[src/rtl/sbq_pkg.sv]
package sbq_pkg;
  parameter int ADDR_W = 32;
  parameter int DATA_W = 32;

  typedef enum logic [1:0] {
    OP_RECORD  = 2'd0,
    OP_DISCARD = 2'd1,
    OP_INVAL   = 2'd2,
    OP_NONE    = 2'd3
  } sbq_op_e;

  typedef struct packed {
    logic [ADDR_W-1:0] addr;
    logic [DATA_W-1:0] data;
  } sbq_entry_t;

  // strobes from control to datapath
  typedef struct packed {
    logic push;
    logic clear;
    logic remove;
  } sbq_strobe_t;
endpackage

[src/rtl/sbq_datapath.sv]
module sbq_datapath
  import sbq_pkg::*;
#(
  parameter int DEPTH = 8,
  localparam int CNT_W = $clog2(DEPTH + 1),
  localparam int IDX_W = $clog2(DEPTH)
) (
  input  logic             clk,
  input  logic             rstN,
  input  sbq_strobe_t      strobe,
  input  logic [CNT_W-1:0] scanIdx,
  input  sbq_entry_t       newEntry,
  output logic [CNT_W-1:0] count,
  output logic             full,
  output sbq_entry_t       rdEntry
);
  sbq_entry_t slots [DEPTH];

  assign full = (count == CNT_W'(DEPTH));

  // read port at the scan position
  always_comb begin
    if (scanIdx < CNT_W'(DEPTH)) rdEntry = slots[scanIdx[IDX_W-1:0]];
    else                         rdEntry = '0;
  end

  // occupancy
  always_ff @(posedge clk or negedge rstN) begin
    if (!rstN)               count <= '0;
    else if (strobe.clear)   count <= '0;
    else if (strobe.push)    count <= count + 1'b1;
    else if (strobe.remove)  count <= count - 1'b1;
  end

  // storage: append at tail, close the gap on removal
  for (genvar g = 0; g < DEPTH; g++) begin : gSlot
    if (g < DEPTH - 1) begin : gShift
      always_ff @(posedge clk) begin
        if (strobe.push && count == CNT_W'(g))
          slots[g] <= newEntry;
        else if (strobe.remove && CNT_W'(g) >= scanIdx)
          slots[g] <= slots[g+1];
      end
    end else begin : gLast
      always_ff @(posedge clk) begin
        if (strobe.push && count == CNT_W'(g))
          slots[g] <= newEntry;
      end
    end
  end
endmodule

[src/rtl/sbq_control.sv]
module sbq_control
  import sbq_pkg::*;
#(
  parameter int DEPTH      = 8,
  parameter int LINE_BYTES = 32,
  localparam int CNT_W    = $clog2(DEPTH + 1),
  localparam int LINE_LSB = $clog2(LINE_BYTES),
  localparam int TAG_W    = ADDR_W - LINE_LSB
) (
  input  logic              clk,
  input  logic              rstN,
  input  logic              cmdValid,
  input  sbq_op_e           cmdOp,
  input  logic [ADDR_W-1:0] cmdAddr,
  input  logic              cmdCacheable,
  input  logic [CNT_W-1:0]  count,
  input  logic              full,
  input  logic [ADDR_W-1:0] rdAddr,
  input  logic              wrReady,
  output sbq_strobe_t       strobe,
  output logic [CNT_W-1:0]  scanIdx,
  output logic              busy,
  output logic              overflow,
  output logic              wrValid
);
  typedef enum logic {ST_IDLE, ST_SCAN} state_e;

  state_e           state;
  logic [TAG_W-1:0] lineTag;
  logic             accept;
  logic             cachedRecord;
  logic             inRange;
  logic             hit;

  always_comb begin
    accept        = cmdValid && (state == ST_IDLE);
    cachedRecord  = accept && (cmdOp == OP_RECORD) && cmdCacheable;
    inRange       = scanIdx < count;
    hit           = inRange && (rdAddr[ADDR_W-1:LINE_LSB] == lineTag);
    wrValid       = (state == ST_SCAN) && hit;
    strobe.push   = cachedRecord && !full;
    strobe.clear  = accept && (cmdOp == OP_DISCARD);
    strobe.remove = wrValid && wrReady;
  end

  assign busy = (state == ST_SCAN);

  always_ff @(posedge clk or negedge rstN) begin
    if (!rstN) begin
      state    <= ST_IDLE;
      scanIdx  <= '0;
      lineTag  <= '0;
      overflow <= 1'b0;
    end else begin
      unique case (state)
        ST_IDLE: begin
          if (accept && cmdOp == OP_INVAL) begin
            state   <= ST_SCAN;
            scanIdx <= '0;
            lineTag <= cmdAddr[ADDR_W-1:LINE_LSB];
          end
          if (cachedRecord && full) overflow <= 1'b1;
          if (strobe.clear)         overflow <= 1'b0;
        end
        ST_SCAN: begin
          // a hit stays on its slot until written; the next entry shifts in
          if (!inRange)  state   <= ST_IDLE;
          else if (!hit) scanIdx <= scanIdx + 1'b1;
        end
        default: state <= ST_IDLE;
      endcase
    end
  end
endmodule

[src/rtl/store_replay_queue.sv]
module store_replay_queue
  import sbq_pkg::*;
#(
  parameter int DEPTH      = 8,
  parameter int LINE_BYTES = 32,
  localparam int CNT_W = $clog2(DEPTH + 1)
) (
  input  logic              clk,
  input  logic              rstN,
  input  logic              cmdValid,
  input  logic [1:0]        cmdOp,
  input  logic [ADDR_W-1:0] cmdAddr,
  input  logic [DATA_W-1:0] cmdData,
  input  logic              cmdCacheable,
  output logic              busy,
  output logic              overflow,
  output logic [CNT_W-1:0]  count,
  output logic              wrValid,
  output logic [ADDR_W-1:0] wrAddr,
  output logic [DATA_W-1:0] wrData,
  input  logic              wrReady
);
  sbq_strobe_t      strobe;
  logic [CNT_W-1:0] scanIdx;
  logic             full;
  sbq_entry_t       rdEntry;
  sbq_entry_t       newEntry;

  assign newEntry = '{addr: cmdAddr, data: cmdData};
  assign wrAddr   = rdEntry.addr;
  assign wrData   = rdEntry.data;

  sbq_control #(.DEPTH(DEPTH), .LINE_BYTES(LINE_BYTES)) u_ctrl (
    .clk(clk), .rstN(rstN), .cmdValid(cmdValid), .cmdOp(sbq_op_e'(cmdOp)),
    .cmdAddr(cmdAddr), .cmdCacheable(cmdCacheable), .count(count), .full(full),
    .rdAddr(rdEntry.addr), .wrReady(wrReady), .strobe(strobe), .scanIdx(scanIdx),
    .busy(busy), .overflow(overflow), .wrValid(wrValid)
  );

  sbq_datapath #(.DEPTH(DEPTH)) u_dp (
    .clk(clk), .rstN(rstN), .strobe(strobe), .scanIdx(scanIdx),
    .newEntry(newEntry), .count(count), .full(full), .rdEntry(rdEntry)
  );
endmodule

[config.mk]
export PLATFORM = sky130hd
export DESIGN_NAME = store_replay_queue
export DESIGN_NICKNAME = d
export VERILOG_FILES = /design/src/rtl/sbq_pkg.sv /design/src/rtl/sbq_datapath.sv /design/src/rtl/sbq_control.sv /design/src/rtl/store_replay_queue.sv
export SDC_FILE = /design/constraint.sdc
export NUM_CORES = 1
export LEC_CHECK = 0
export BUFFER_PORTS_ARGS = -buffer_cell sky130_fd_sc_hd__buf_2
export CAP_MARGIN = 40
export CORE_ASPECT_RATIO = 1.1
export CORE_UTILIZATION = 40
export CTS_BUF_LIST = sky130_fd_sc_hd__clkbuf_8
export DETAILED_ROUTE_END_ITERATION = 10
export PLACE_DENSITY = 0.57
export SLEW_MARGIN = 20
export SYNTH_ARGS = -nofsm -noshare
export SYNTH_HDL_FRONTEND = slang
export SYNTH_HIERARCHICAL = 1
export SYNTH_SLANG_ARGS = --single-unit
export TNS_END_PERCENT = 20
[constraint.sdc]
create_clock -name clk -period 23.5 [get_ports clk]
set_input_delay 4.7 -clock clk [delete_from_list [all_inputs] [get_ports clk]]
set_output_delay 4.7 -clock clk [all_outputs]
set_load 0.02 [all_outputs]
# Word level (Yosys, flattened, before mapping)
# Memories as Yosys holds them, arrays and structs flattened.
# Index checks and enable logic that the tools add are counted.
# op_classes
n_addsub	3
order_cmp	9
eq_ne	14
mux	60
n_bitwise	8
reduce_logical	34
# op_table
operator	count
64-bit 2-to-1 mux	9
64-bit OR reduction	1
1-bit 2-to-1 mux	42
27-bit == test	1
1-bit logical AND	25
4-bit 2-to-1 mux	6
4-bit by 3-bit == test with 1-bit output (second input constant)	4
3-bit by 4-bit greater-or-equal comparator with 1-bit output (first input constant)	3
4-bit by 1-bit adder with 4-bit output (second input constant)	2
4-bit by 2-bit == test with 1-bit output (second input constant)	2
1-bit by 4-bit greater-or-equal comparator with 1-bit output (first input constant)	2
2-bit by 4-bit greater-or-equal comparator with 1-bit output (first input constant)	2
4-bit case mux with 2 select lines	1
1-bit bitwise OR	7
2-bit != test (second input constant)	3
4-bit by 1-bit == test with 1-bit output (second input constant)	1
4-bit == test (second input constant)	1
4-bit zero test	1
4-bit less-than comparator	1
4-bit less-than comparator (second input constant)	1
2-bit AND reduction	2
4-bit by 1-bit subtractor with 4-bit output (second input constant)	1
3-bit 2-to-1 mux	1
3-bit AND reduction	1
other kinds (8)	8
# word_totals
register_bits	37
ram_bits	512
in_bits	71
elab_cells	134
mem_count	1
# memory_table
name	depth	width	read_ports	rd_ports_with_merged_regs	wr	line	text
u_dp.slots	8	64	8	0	7	sbq_datapath.sv:17	sbq_entry_t slots [DEPTH];

# Depth between registers and ports, before layout
# Gate-level depths: netlist (run 1).
# logic_depth
depth_word	12
depth_mapped	18
ltp_nobuf	12

# By module
# Netlist (run 1), hierarchy kept.
# by_module_without_submodules
mod	instances	cells_per_inst	area_per_inst_um2	seq_area_each_um2
sbq_datapath	1	1370	25122.8	15474.8
sbq_control	1	140	1721.7	825.8

# Worst setup path after synthesis (run 1)
# OpenSTA, ideal clock, no wires.
# synth_path
path_type	in2reg
from	input port cmdOp[1]
to	memory u_dp/slots[0][0] (netlist name), enable pin
setup_time_ns	0.584
t_arrival_ns	10.516
required_ns	22.916
setup_slack_ns	12.400
stages	7
path_buffers	2
path_cell_list	nor3b_1 nand2_1 nor3_1 buf_2 clkbuf_1 nand2_1 o32ai_1
# synth_rtl
item	line	text
start, declared	store_replay_queue.sv:11	input logic [1:0] cmdOp,
end, declared	sbq_datapath.sv:17	

# Final worst setup path (run 1)
# layout_path
from	register u_ctrl.scanIdx[0]
to	output port wrValid
# layout_between
elab_chain_cells	5
elab_cells_between_ends	7
classes_between	order compare (2); eq/ne (1); mux (1); reduce/logical (2); memory (1)
# layout_rtl
item	line	text
start, declared	sbq_control.sv:21	output logic [CNT_W-1:0] scanIdx,
start signal, assigned	sbq_control.sv:68	else if (!hit) scanIdx <= scanIdx + 1'b1;
memory 8 x 64 bit or 4-bit less-than comparator (tied branches)	-	
64-bit 2-to-1 mux	sbq_datapath.sv:23	if (scanIdx < CNT_W'(DEPTH)) rdEntry = slots[scanIdx[IDX_W-1:0]];
27-bit == test	sbq_control.sv:39	hit = inRange && (rdAddr[ADDR_W-1:LINE_LSB] == lineTag);
1-bit logical AND *	sbq_control.sv:39	
1-bit logical AND *	sbq_control.sv:40	wrValid = (state == ST_SCAN) && hit;
end, declared	store_replay_queue.sv:18	output logic wrValid,
# Every way passes the cells marked *; elsewhere a longest branch is shown, timed or not.

==> results.json, run 1 <==
{
  "fmax_ghz": 0.0941,
  "crit_cells": 11,
  "fin_setup_tns_ns": 0,
  "viasPerCell": 5.63,
  "cp_slowest_cell": "dfrtp_4",
  "grt_max_degree": 47,
  "drc": 0,
  "synth_top_area_frac": 0.573,
  "die_w_um": 249,
  "synth-edff-count": 512,
  "ctsResizeCount": 0,
  "arrival_ns": 5.92,
  "rr_endpoint": "u_dp/slots[3][27]",
  "final_cell_mix": "edfxtp_1 (512), mux2_2 (476), buf_2 (141)",
  "skew_ns": 0.0425,
  "antenna_found_initial": 13,
  "port_buffers": 141,
  "synth_area_mm2": 0.0268,
  "rr_startpoint": "u_ctrl/scanIdx[0]",
  "post-cts-setup-buffers": 0,
  "rr_worst_depth": 16,
  "cts_buffer_depth": 3,
  "relSlewSlack": 0.433,
  "dp_hpwl_um": 41700,
  "hold-path-cell-count": 2,
  "cp_data_required_time_ns": 18.80,
  "start_util": 0.404,
  "p_leak_nw": 10.2,
  "r2r_slack_ns": 15.35,
  "power_density_mw_per_mm2": 85.1,
  "cp_slowest_stage_delay_ns": 0.93,
  "min_delay_worst_endpoint": "u_ctrl/overflow",
  "dr_total_vias": 14800,
  "status": "completed",
  "cp_top_family": "simple AND/OR/NAND/NOR gates",
  "end_kind": "output pin",
  "design_area_mm2": 0.0307,
  "tightest_slew_ns": 0.850,
  "num_io_pins": 142,
  "slew_viol_final": 0,
  "insertion_delay_ns": 0.71,
  "synth_ff_type": "edfxtp_1",
  "drtAntennaViolNets": 0,
  "path_max_fanout": 35,
  "rsz0062_at_grt": "no",
  "yosys-top-cells-area": "edfxtp_1 (57%), mux2_2 (20%), mux4_2 (11%)",
  "grt.total_usage": 0.214,
  "fill_cells": 5814,
  "ys_seq_area_frac": 0.607,
  "drt_iter0_markers": 894,
  "min_path_type": "reg2reg",
  "timing.hold.ws_ns": 0.493,
  "worstSetupPathType": "reg2out",
  "wl_met1_um": 30200,
  "async_flop_share": 0.0674,
  "grt_first_pass_wirelength_um": 107000,
  "std_cell_rows": 99,
  "grt_pass1_vias": 16100,
  "die_area_mm2": 0.0682,
  "ys_seq_elements": 549,
  "fp.coreArea_mm2": 0.0664,
  "wl_met3_um": 3180,
  "yosys.area.top_type": "edfxtp_1",
  "wl_per_cell_um": 27.1,
  "die_y_um": 274,
  "start_kind": "flop",
  "grt_remaining_overflow": 0,
  "worstPathCellList": "buf_4 -> buf_4 -> mux4_2 -> mux2i_1 -> nor2_1 -> xor2_1 -> nor4_1 -> nand4_1 -> nor4_4 -> and3_2 -> buf_2",
  "period_needed_ns": 10.62,
  "drive_gt1_frac": 0.523,
  "cts_hold_buffers": 0,
  "nets": 1776,
  "place_area_mm2": 0.0289,
  "maxCapViolCount": 0,
  "clock_sinks": 549,
  "root_buffer": "clkbuf_8",
  "path_buf_inv": 3,
  "cts_made_buffers": 96,
  "clk_pin_slew_ns": 0.06,
  "hold_violations": 0,
  "min_from": "u_ctrl/overflow",
  "syn_area_per_cell_um2": 17.8,
  "synth_cell_types": 50,
  "yosysWarnings": 6,
  "cts_tree": "done",
  "ir_drop_mv": 0.0409,
  "cp_common_cell": "buf_4",
  "drt_first_pass_iters": 5,
  "route.met2.wl_um": 36700,
  "synth_cells": 1510,
  "final_common_cell": "edfxtp_1",
  "place_congestion": 0.731,
  "fin_crit_sh": 0.452,
  "htreeDepth": 3,
  "top_layer_used": "met5",
  "syn_nets": 1589,
  "syn2layout_area_growth_pct": 14.4,
  "setup_viol": 0,
  "wirelength_um": 71600
}
Yosys cell counts, drive strengths merged, types with 2 or more instances:
library cell,count
a211o,2
a21o,3
a21oi,2
a31oi,2
and2,2
and3,3
and3b,2
buf,51
clkbuf,46
dfrtp,37
edfxtp,512
ha,8
inv,6
mux2,476
mux2i,64
mux4,128
nand2,17
nand3,6
nand3b,2
nand4,5
nand4b,3
nor2,70
nor2b,3
nor3,2
nor3b,3
nor4,7
nor4bb,2
o21ai,2
o22ai,2
or4b,2
xnor2,12
xor2,16
worst max-delay path by stage:
| stage | from | to | slack (ns) |
|---|---|---|---|
| finish | u_ctrl/scanIdx[0] | wrValid | 12.88 |
| global placement | u_ctrl/scanIdx[0] | wrValid | 13.40 |
| global route | u_ctrl/scanIdx[0] | wrValid | 12.54 |
| CTS | u_ctrl/scanIdx[0] | wrValid | 12.67 |
| detailed placement | u_ctrl/scanIdx[0] | wrValid | 13.46 |
| floorplan | cmdOp[1] | u_dp/slots[0][0] | 12.40 |
state kept, by name, indices dropped and copies added (netlist names):
signal	count
u_dp/count	4
u_ctrl/lineTag	27
u_ctrl/overflow	1
u_dp/slots	512
u_ctrl/scanIdx	4
u_ctrl/busy	1
where the power goes:
group / leakage [nW] / internal, mW / total, mW / switching [mW]
Sequential: 5.05 / 1.10 / 1.15 / 0.0501
Clock: 1.06 / 0.412 / 0.808 / 0.396
Combinational: 4.13 / 0.298 / 0.656 / 0.358
Total: 10.2 / 1.81 / 2.61 / 0.804
worst reg2reg max path, stage by stage, from the launching register on:
cell and delay [ns]:
dfrtp_4 0.93, buf_4 0.66, buf_4 0.69, mux4_2 0.61
mux2i_1 0.15, nor2_1 0.08, xor2_1 0.16, nor4_1 0.61
nand4_1 0.28, nor4_4 0.62, and3_2 0.30, and2_1 0.26
nor3b_1 0.66, nor2b_4 0.60, buf_4 0.57, buf_16 0.30
mux2_2 0.42
logic make-up after synthesis:
family / share of synthesized area
AOI/OAI and AO/OA: 0.00723
buffers and inverters: 0.0175
and+or+nand+nor: 0.0243
xor gates and xnor gates: 0.00914
muxes: 0.331
adders and majority gates: 0.00373
DFF: 0.607
per-stage QoR:
step | utilization | setup slack (ns) | power [mW] | std cells
finish | 0.462 | 12.88 | 2.61 | 2636
global route | 0.462 | 12.54 | 2.73 | 2636
CTS | 0.462 | 12.67 | 2.65 | 2632
detailed placement | 0.435 | 13.46 | 1.84 | 2456
global placement | 0.430 | 13.40 | 1.83 | 2442
floorplan | - | 12.40 | 1.61 | 1510
final cells by class:
| class | count | area (µm²) | share of cell area |
|---|---|---|---|
| Antenna cell | 3 | 7.51 | 0.000245 |
| Clock inverter | 77 | 385 | 0.0126 |
| Sequential cell | 549 | 16300 | 0.532 |
| Tap cell | 858 | 1070 | 0.0350 |
| Multi-Input combinational cell | 858 | 10200 | 0.333 |
| Inverter | 6 | 22.5 | 0.000734 |
| Clock buffer | 99 | 1360 | 0.0444 |
| Timing Repair Buffer | 186 | 1300 | 0.0423 |
metal layers:
layer  track usage  vias to the layer above
met5             0                        -
met4        0.0611                       16
met3        0.0367                      110
met2         0.372                      349
met1         0.274                     7865
li1              -                     6493
No activity file was read; power rests on OpenSTA's default activity.
==> run 2, diff against run 1 <==
Clock period 23.5 ns to 10.7 ns, I/O delays scaled along.
==> run 2 against run 1 <==
  * Final cell count fell by 0.83%
  * Core utilization fell by 0.48 points
  * Count of clock-buffer cells in the layout fell by 1
  * Critical path type unchanged
  * Largest cell class unchanged
  * Largest power group unchanged
  * Highest routed layer unchanged
==> results.json, run 2 (synthesis gave the netlist of run 1 again) <==
{
  "crit_cells": 10,
  "cts_tree": "done",
  "design_area_mm2": 0.0304,
  "place_congestion": 0.726,
  "die_w_um": 249,
  "cp_slowest_cell": "dfrtp_4",
  "dp_slack_ns": 3.54,
  "timing.final.ws_setup_ns": 3.53,
  "p_leak_nw": 10.1,
  "power_switching_mw": 1.75,
  "ir_drop_mv": 0.176,
  "largest_register_ffs": 512,
  "power_density_mw_per_mm2": 186,
  "std_cell_rows": 99,
  "viasPerCell": 5.67,
  "placed_cells": 2447,
  "worstSetupPathType": "reg2out",
  "syn2layout_area_growth_pct": 13.2,
  "num_io_pins": 142,
  "relSlewSlack": 0.427,
  "arrival_ns": 5.03,
  "startpoint": "u_ctrl/scanIdx[0]",
  "regMostFlops": "u_dp/slots",
  "rr_startpoint": "u_ctrl/scanIdx[0]",
  "fp.coreArea_mm2": 0.0664,
  "fmax_ghz": 0.140,
  "start_kind": "flop",
  "die_y_um": 274,
  "cp_top_family": "simple AND/OR/NAND/NOR gates",
  "skew_ns": 0.0352,
  "timing.hold.ws_ns": 0.513,
  "root_buffer": "clkbuf_8",
  "wirelength_um": 70700,
  "end_kind": "output pin",
  "min_path_type": "reg2reg",
  "cts_made_buffers": 95,
  "power_frac_comb": 0.258,
  "grt_first_pass_wirelength_um": 105000,
  "clock_sinks": 549,
  "reg_top3": "u_dp/slots: 512 flops, u_ctrl/lineTag: 27 flops",
  "fill_cells": 5858,
  "die_area_mm2": 0.0682,
  "grt.total_usage": 0.209,
  "post-cts-setup-buffers": 0,
  "grt_pass1_vias": 16000,
  "antenna_found_initial": 13,
  "grt_max_degree": 113,
  "dr_total_vias": 14800,
  "wl_per_cell_um": 27.0,
  "htreeDepth": 3,
  "power_frac_clock": 0.299,
  "port_buffers": 141,
  "p_sw_frac": 0.310,
  "layout.cells.non_filler": 2614,
  "grt_use_met3": 0.0416,
  "p_seq_frac": 0.443,
  "nets": 1766,
  "rsz0062_at_grt": "no",
  "fin_util": 0.458,
  "cp_slowest_stage_delay_ns": 0.75,
  "drt_iter0_markers": 830,
  "clk_pin_slew_ns": 0.06,
  "start_util": 0.404,
  "endpoint": "wrValid",
  "fin_crit_sh": 0.670,
  "final_cell_mix": "edfxtp_1 (512), mux2_2 (476), buf_2 (141)",
  "use_met2": 0.359,
  "insertion_delay_ns": 0.69,
  "tightest_slew_ns": 0.859,
  "maxCapViolCount": 0,
  "period_needed_ns": 7.17,
  "final_common_cell": "edfxtp_1",
  "setup_viol": 0,
  "grt_remaining_overflow": 0,
  "p_int_mw": 3.90,
  "status": "completed",
  "cp_data_required_time_ns": 8.56,
  "drc": 0,
  "rr_worst_depth": 14,
  "path_buf_inv": 2,
  "hold_violations": 0,
  "dp_hpwl_um": 39800,
  "rr_endpoint": "u_dp/slots[1][29]",
  "top_usage_layer": "met2",
  "drtAntennaViolNets": 0,
  "r2r_slack_ns": 3.66,
  "ctsResizeCount": 0,
  "path_max_fanout": 29,
  "cts_buffer_depth": 3,
  "drive_gt1_frac": 0.517,
  "p_total_mw": 5.65,
  "fin_setup_tns_ns": 0,
  "drt_first_pass_iters": 4,
  "slew_viol_final": 0,
  "worstPathCellList": "buf_4 -> mux4_2 -> mux2i_1 -> nor2_1 -> xor2_1 -> nor4_1 -> nand4_1 -> nor4_4 -> and3_2 -> buf_2",
  "place_area_mm2": 0.0287,
  "gr-usage-met1": 0.269,
  "cts_hold_buffers": 0
}
## run 2: cell count changes in the layout (fill, tap and decap cells not counted), sizes merged
cell      delta
buf          -9
bufinv       -2
clkbuf       -1
clkinv       -5
clkinvlp     -4
diode        -2
inv          +1
## run 2: worst min-delay path by stage
| stage | cells after the start | endpoint | slack, ns | from |
|---|---|---|---|---|
| finish | 2 | u_ctrl/overflow | 0.51 | u_ctrl/overflow |
| global route | 1 | u_ctrl/lineTag[8] | 0.54 | u_ctrl/lineTag[8] |
| CTS | 2 | u_ctrl/overflow | 0.52 | u_ctrl/overflow |
| detailed placement | 2 | u_ctrl/overflow | 0.51 | u_ctrl/overflow |
| global placement | 2 | u_ctrl/overflow | 0.49 | u_ctrl/overflow |
| floorplan | 1 | u_ctrl/lineTag[18] | 0.50 | u_ctrl/lineTag[18] |
## run 2: final cells by class
cell class | instances | area, µm² | share of cell area
sequential | 549 | 16300 | 0.537
multi-input combinational | 858 | 10200 | 0.337
clock buffer | 98 | 1350 | 0.0444
timing repair buffer | 177 | 1110 | 0.0367
tap | 858 | 1070 | 0.0353
clock inverter | 67 | 269 | 0.00886
inverter | 6 | 22.5 | 0.000741
antenna | 1 | 2.50 | 0.0000824
## run 2: power groups by stage
stage	clock [mW]	sequential, mW	combinational (mW)
final	1.69	2.50	1.46
after global routing	1.84	2.51	1.56
after CTS	1.75	2.50	1.48
after detailed placement	0	2.55	1.48
after global placement	0	2.54	1.47
after floorplan	0	2.50	1.05
## run 2: tightest hold or removal path, stage by stage, from the launching register on
cell,delay (ns)
dfrtp_1,0.35
a31oi_1,0.05
nor2_1,0.08
## run 2: metal layers
| layer | part of all wire | wire length [µm] | vias up |
|---|---|---|---|
| li1 | - | - | 6463 |
| met1 | 0.43 | 30300 | 7899 |
| met2 | 0.50 | 35600 | 329 |
| met3 | 0.047 | 3320 | 103 |
| met4 | 0.020 | 1380 | 16 |
| met5 | 0.0015 | 105 | - |
